### config.mk
export PLATFORM = sky130hd
export DESIGN_NAME = rstk_top
export DESIGN_NICKNAME = d
export VERILOG_FILES = /design/src/rtl/rstk_pkg.sv /design/src/rtl/rstk_occupancy.sv /design/src/rtl/rstk_store.sv /design/src/rtl/rstk_top.sv
export SDC_FILE = /design/constraint.sdc
export NUM_CORES = 1
export LEC_CHECK = 0
export BUFFER_PORTS_ARGS = -buffer_cell sky130_fd_sc_hd__buf_2
export CAP_MARGIN = 20
export CORE_MARGIN = 3
export CORE_UTILIZATION = 25
export CTS_BUF_LIST = sky130_fd_sc_hd__clkbuf_16
export DETAILED_ROUTE_END_ITERATION = 12
export PLACE_DENSITY = 0.51
export SLEW_MARGIN = 40
export SYNTH_ARGS = -nofsm -noshare
export SYNTH_HDL_FRONTEND = slang
export SYNTH_SLANG_ARGS = --single-unit
### constraint.sdc
create_clock -name clk_i -period 4.2 [get_ports clk_i]
set_input_delay 0.84 -clock clk_i [delete_from_list [all_inputs] [get_ports clk_i]]
set_output_delay 0.84 -clock clk_i [all_outputs]
set_load 0.1 [all_outputs]
### src/rtl/rstk_pkg.sv
package rstk_pkg;

    localparam int unsigned ADDR_W = 11;

    typedef struct packed {
        logic              cy;
        logic [ADDR_W-1:0] addr;
    } frame_t;

endpackage

### src/rtl/rstk_occupancy.sv
module rstk_occupancy #(
    parameter int unsigned DEPTH = 4,
    localparam int unsigned CNT_W = $clog2(DEPTH + 1)
) (
    input  logic             clk_i,
    input  logic             rst_i,
    input  logic             push_i,
    input  logic             pop_i,
    output logic [CNT_W-1:0] count_o
);

    localparam logic [CNT_W-1:0] FULL = CNT_W'(DEPTH);

    typedef struct packed {
        logic [CNT_W-1:0] count;
    } occ_state_t;

    occ_state_t occ_d, occ_q;

    always_comb begin
        occ_d = occ_q;
        if (push_i) begin
            if (occ_q.count != FULL) begin
                occ_d.count = occ_q.count + 1'b1;
            end
        end else if (pop_i) begin
            if (occ_q.count != '0) begin
                occ_d.count = occ_q.count - 1'b1;
            end
        end
    end

    always_ff @(posedge clk_i) begin
        if (rst_i) begin
            occ_q <= '0;
        end else begin
            occ_q <= occ_d;
        end
    end

    assign count_o = occ_q.count;

    assert_no_overflow_R3: assert property (@(posedge clk_i) disable iff (rst_i)
        occ_q.count <= FULL);

    assert_empty_pop_R7: assert property (@(posedge clk_i) disable iff (rst_i)
        (pop_i && !push_i && occ_q.count == '0) |=> occ_q.count == '0);

    assert_reset_clear_R8: assert property (@(posedge clk_i)
        $past(rst_i) |-> occ_q.count == '0);

    assert_push_pop_exclusive_R9: assert property (@(posedge clk_i) disable iff (rst_i)
        !(push_i && pop_i));

endmodule

### src/rtl/rstk_store.sv
module rstk_store
    import rstk_pkg::*;
#(
    parameter int unsigned DEPTH = 4
) (
    input  logic   clk_i,
    input  logic   rst_i,
    input  logic   push_i,
    input  logic   pop_i,
    input  frame_t push_frame_i,
    output frame_t top_o
);

    typedef struct packed {
        frame_t [DEPTH-1:0] slot;
    } store_state_t;

    store_state_t st_d, st_q;

    always_comb begin
        st_d = st_q;
        if (push_i) begin
            st_d.slot[0] = push_frame_i;
            for (int i = 1; i < DEPTH; i++) begin
                st_d.slot[i] = st_q.slot[i-1];
            end
        end else if (pop_i) begin
            for (int i = 0; i < DEPTH - 1; i++) begin
                st_d.slot[i] = st_q.slot[i+1];
            end
        end
    end

    always_ff @(posedge clk_i) begin
        st_q <= st_d;
    end

    assign top_o = st_q.slot[0];

    assert_push_top_R2: assert property (@(posedge clk_i) disable iff (rst_i)
        (push_i && !pop_i) |=> st_q.slot[0] == $past(push_frame_i));

endmodule

### src/rtl/rstk_top.sv
module rstk_top
    import rstk_pkg::*;
#(
    parameter int unsigned DEPTH = 4
) (
    input  logic              clk_i,
    input  logic              rst_i,
    input  logic              push_i,
    input  logic              pop_i,
    input  logic              restore_cy_i,
    input  logic [ADDR_W-1:0] next_pc_i,
    input  logic              carry_i,
    output logic [ADDR_W-1:0] ret_addr_o,
    output logic              carry_o
);

    localparam int unsigned CNT_W = $clog2(DEPTH + 1);

    frame_t           push_frame;
    frame_t           top_frame;
    logic [CNT_W-1:0] count;

    assign push_frame.addr = next_pc_i;
    assign push_frame.cy   = carry_i;

    rstk_store #(.DEPTH(DEPTH)) u_store (
        .clk_i        (clk_i),
        .rst_i        (rst_i),
        .push_i       (push_i),
        .pop_i        (pop_i),
        .push_frame_i (push_frame),
        .top_o        (top_frame)
    );

    rstk_occupancy #(.DEPTH(DEPTH)) u_occ (
        .clk_i   (clk_i),
        .rst_i   (rst_i),
        .push_i  (push_i),
        .pop_i   (pop_i),
        .count_o (count)
    );

    always_comb begin
        ret_addr_o = top_frame.addr;
        carry_o    = carry_i;
        if (pop_i && restore_cy_i) begin
            carry_o = top_frame.cy;
        end
    end

    assert_pop_count_R1: assert property (@(posedge clk_i) disable iff (rst_i)
        (pop_i && !push_i && count != '0) |=> count == $past(count) - 1'b1);

endmodule

======== Yosys cells after proc, flatten, opt, wreduce, memory -nomap -nowiden ========
Index checks and enable logic that the tools add are counted.
operators by class
  reductions and logical operators ........ 2
  mux-type cells .......................... 3
operators with widths
  operator            count
  36-bit two-way mux  2
  2-bit nonzero test  1
  1-bit logical AND   1
  1-bit two-way mux   1
storage, ports and cells
  logic and storage cells ................. 13
  register bits ........................... 48

======== Longest topological paths before layout ========
  depth in word-level cells ............... 2
  mapped depth ............................ 3

======== Modules after synthesis ========
From an unflattened synthesis, not the netlist that was laid out.
second synthesis, totals
  cell total of the unflattened synthesis .. 103
  area total of the unflattened synthesis .. 2142.1 µm²
modules (own cells, without submodules)
  module      times used  cells each  area each (µm²)  sequential area each (µm²)
  rstk_store  1           101         2123.3           1441.4
  rstk_top    1           2           18.8             0.0

======== Worst setup path before layout ========
OpenSTA, ideal clock, no wires.
  path type ............................... input port to flip-flop
  start ................................... input push_i
  end ..................................... register u_store.st_q[12] (netlist name), enable pin
  path slack .............................. 1832 ps
  stages on the path ...................... 3
  arrival time ............................ 1973 ps
  path through ............................ buf_6 buf_12 or2_1
between the ends
  word-level cells in the longest chain between the ends .. 1
RTL lines
  item                          line              RTL
  start, declared               rstk_top.sv:8     input logic push_i,
  2-bit nonzero test (no line)  --
  end signal, assigned          rstk_store.sv:35  st_q <= st_d;
  end, declared                 rstk_store.sv:18  store_state_t st_d, st_q;
Every way passes these cells.
A chain may end at the register's enable or synchronous reset.

======== Worst setup path in the final report ========
  start ................................... input pop_i
  end ..................................... output carry_o
between the ends
  word-level cells in the longest chain between the ends .. 2
RTL lines
  item               line            RTL
  start, declared    rstk_top.sv:9   input logic pop_i,
  1-bit logical AND  rstk_top.sv:46  if (pop_i && restore_cy_i) begin
  1-bit two-way mux  rstk_top.sv:46
  end, declared      rstk_top.sv:14  output logic carry_o
Every way passes these cells.

==> metrics.md <==
| Metric | Value |
|---|---|
| Status | `finished, final reports clean` |
| Gr usage total | `6.88%` |
| CTS buffer count | `5` |
| Rel. slew slack | `56.9%` |
| Design area | `2410 um^2` |
| Most common library cells after synthesis | `48 x edfxtp_1, 29 x mux2_4, 11 x buf_4` |
| Antenna-violating nets left | `0` |
| Hold path cells | `0` |
| Most frequent cell after synthesis | `edfxtp_1` |
| Fillers | `837` |
| Peak Freq | `405 MHz` |
| R2R depth | `1` |
| Std cell rows | `33` |
| Hold Buf Count CTS | `0` |
| Placed instance area | `2270 um^2` |
| CP Capture Type | `primary output` |
| EDFF count, synth | `48` |
| FF+latch area | `1440 um^2` |
| Ranking of synthesized cells by area | `edfxtp_1 68%, mux2_4 20%, mux2_2 4.2%` |
| Final Critical Period | `2470 ps` |
| Drt total wl | `3150 um` |
| Bufs on Longest Clock Path | `2` |
| Area of the core | `8260 um^2` |
| Area delta synth->final | `13.3%` |
| CP arrival | `1630 ps` |
| Initial antenna violation count | `0` |
| Syn Inst Count | `102` |
| Setup TNS | `0 ps` |
| Share of the synthesized area in the top cell type | `67.6%` |
| Clk_lat worst skew | `280 ps` |
| Resize count post-CTS | `0` |
| CTS clk-pin slew, worst paths | `60 ps` |
| Setup CP Type | `input pin to primary output` |
| Net Sw Power | `0.000328 W` |
| Main synth FF type | `edfxtp_1` |
| Syn_area_per_cell | `20.9 um^2` |
| Comb pwr share | `17.6%` |
| Leak | `0.944 nW` |
| Initial DRC count | `31` |
| Peak supply drop | `0.182 mV` |
| H-tree depth | `2` |
| CTS tree | `done` |
| Final Hold Violating Endpoints | `0` |
| Drt via density | `3.91` |
| Fin crit share | `58.8%` |
| Die width | `98.3 um` |
| Critical path startpoint category | `input pin` |
| Post-synthesis sequential area ratio | `67.6%` |
| Vias in the first global route | `977` |
| Yosys top cell by area | `edfxtp_1` |
| # nets final | `140` |
| Fraction of layout cells with a size suffix above 1 | `58.9%` |
| Endpoints failing setup | `0` |
| Crit path max fanout | `2` |
| Power Dens Cells | `509 nW/um^2` |
| DR vias | `896` |
| Clk sink count | `48` |
| Synth unique cells | `8` |
| Worst Skew | `2.77 ps` |
| Die H | `98.3 um` |
| Routability cong. | `0.640` |
| PortBufs | `27` |
| Switching Fraction | `26.7%` |
| Grt ovf | `0` |
| Diodes inserted | `0` |
| Fin. max-slew vios | `0` |
| Worst-Margin Slew | `646 ps` |
| Multi-input logic area | `536 um^2` |
| WL/cell | `13.8 um` |
| Starting Density | `25.8%` |
| Post-detail-place hpwl | `2020 um` |
| Required time of the worst setup path | `3360 ps` |
| Clock power frac | `31.0%` |
| Synth warnings | `0` |
| # DRC | `0` |
| Synthesized area | `2130 um^2` |
| Post-synth ARST share | `0%` |
| Die area | `9670 um^2` |
| RSZ-0062 raised after global routing | `false` |
| Clk root buf | `clkbuf_16` |
| Number of detailed-route iterations in the first pass | `4` |
| Maxcap violations | `0` |
| Seq pwr share | `51.4%` |
| Int Power | `0.000901 W` |
| Post-CTS Setup Inserts | `0` |
| #FFs+latches synth | `48` |
| Ports | `29` |
| First-pass GRT wire length | `5120 um` |
| Net Count, Synth | `119` |
| Worst min path class | `flop to flop` |
| Largest net degree at the start of global routing | `32` |
placed cells by master, fill, tap and decap left out:
master,synthesis,routed
clkinvlp_4,0,2
or2_1,1,1
buf_2,0,27
clkinv_1,0,1
mux2_2,8,8
buf_12,3,1
nand2_1,1,1
buf_4,11,1
clkbuf_16,0,5
edfxtp_1,48,48
mux2_4,29,29
cell type report:
class	count	area share, %
Clock buffer	5	5.18
Clock inverter	3	0.777
Multi-Input combinational cell	39	22.2
Sequential cell	48	59.7
Tap cell	105	5.44
Timing Repair Buffer	29	6.74
power groups by stage:
stage | clock network [W] | registers (W) | logic (W)
3_5_place_dp | 0 | 0.000643 | 0.000218
2_1_floorplan | 0 | 0.000631 | 0.000207
3_3_place_gp | 0 | 0.000638 | 0.000214
4_1_cts | 0.000395 | 0.000633 | 0.000220
5_1_grt | 0.000418 | 0.000640 | 0.000226
6_report | 0.000380 | 0.000632 | 0.000217
per-layer routing:
layer | part of all wire (%) | vias to the layer above | global-route usage (%)
met5 | 0 | - | 0
met4 | 1.8 | 0 | 2.84
met3 | 7.3 | 6 | 3.36
met2 | 45 | 24 | 10.2
met1 | 45 | 445 | 8.53
li1 | - | 421 | -
sequential cells by signal (all words and copies together), names as in the netlist:
name,cells
u_store.st_q,36
u_store.top_o,12
final timing paths:
check | slack [ps] | start | to
setup / recovery | 1730 | pop_i | carry_o
hold / removal | 460 | u_store.st_q[31]$_DFFE_PP_ | u_store.st_q[43]$_DFFE_PP_
setup reg to reg | 3270 | u_store.st_q[26]$_DFFE_PP_ | u_store.st_q[14]$_DFFE_PP_
hold reg to reg | 460 | u_store.st_q[31]$_DFFE_PP_ | u_store.st_q[43]$_DFFE_PP_
worst max-delay path, cell delays in order:
cell	delay, ps
buf_2	100
nand2_1	60
mux2_2	330
buf_2	290
stage by stage:
step | utilization (%) | setup WS (ps) | power [W] | std cells | hold WS, ps
6_report | 29.2 | 1730 | 0.00123 | 229 | 458
3_5_place_dp | 27.5 | 1690 | 0.000860 | 221 | 444
4_1_cts | 29.2 | 1720 | 0.00125 | 229 | 459
5_1_grt | 29.2 | 1680 | 0.00128 | 229 | 467
2_1_floorplan | - | 1830 | 0.000838 | 102 | 427
3_3_place_gp | 27.5 | 1720 | 0.000852 | 221 | 437
cells by family (layout without fill, tap and decap cells):
logic type | count (synthesis) | in the layout | synth area share, %
buffers and inverters | 15 | 37 | 7.22
flip-flops | 48 | 48 | 67.6
multiplexers | 37 | 37 | 24.7
AND/OR/NAND/NOR | 2 | 2 | 0.470
Power figures use the tool's default switching activity.
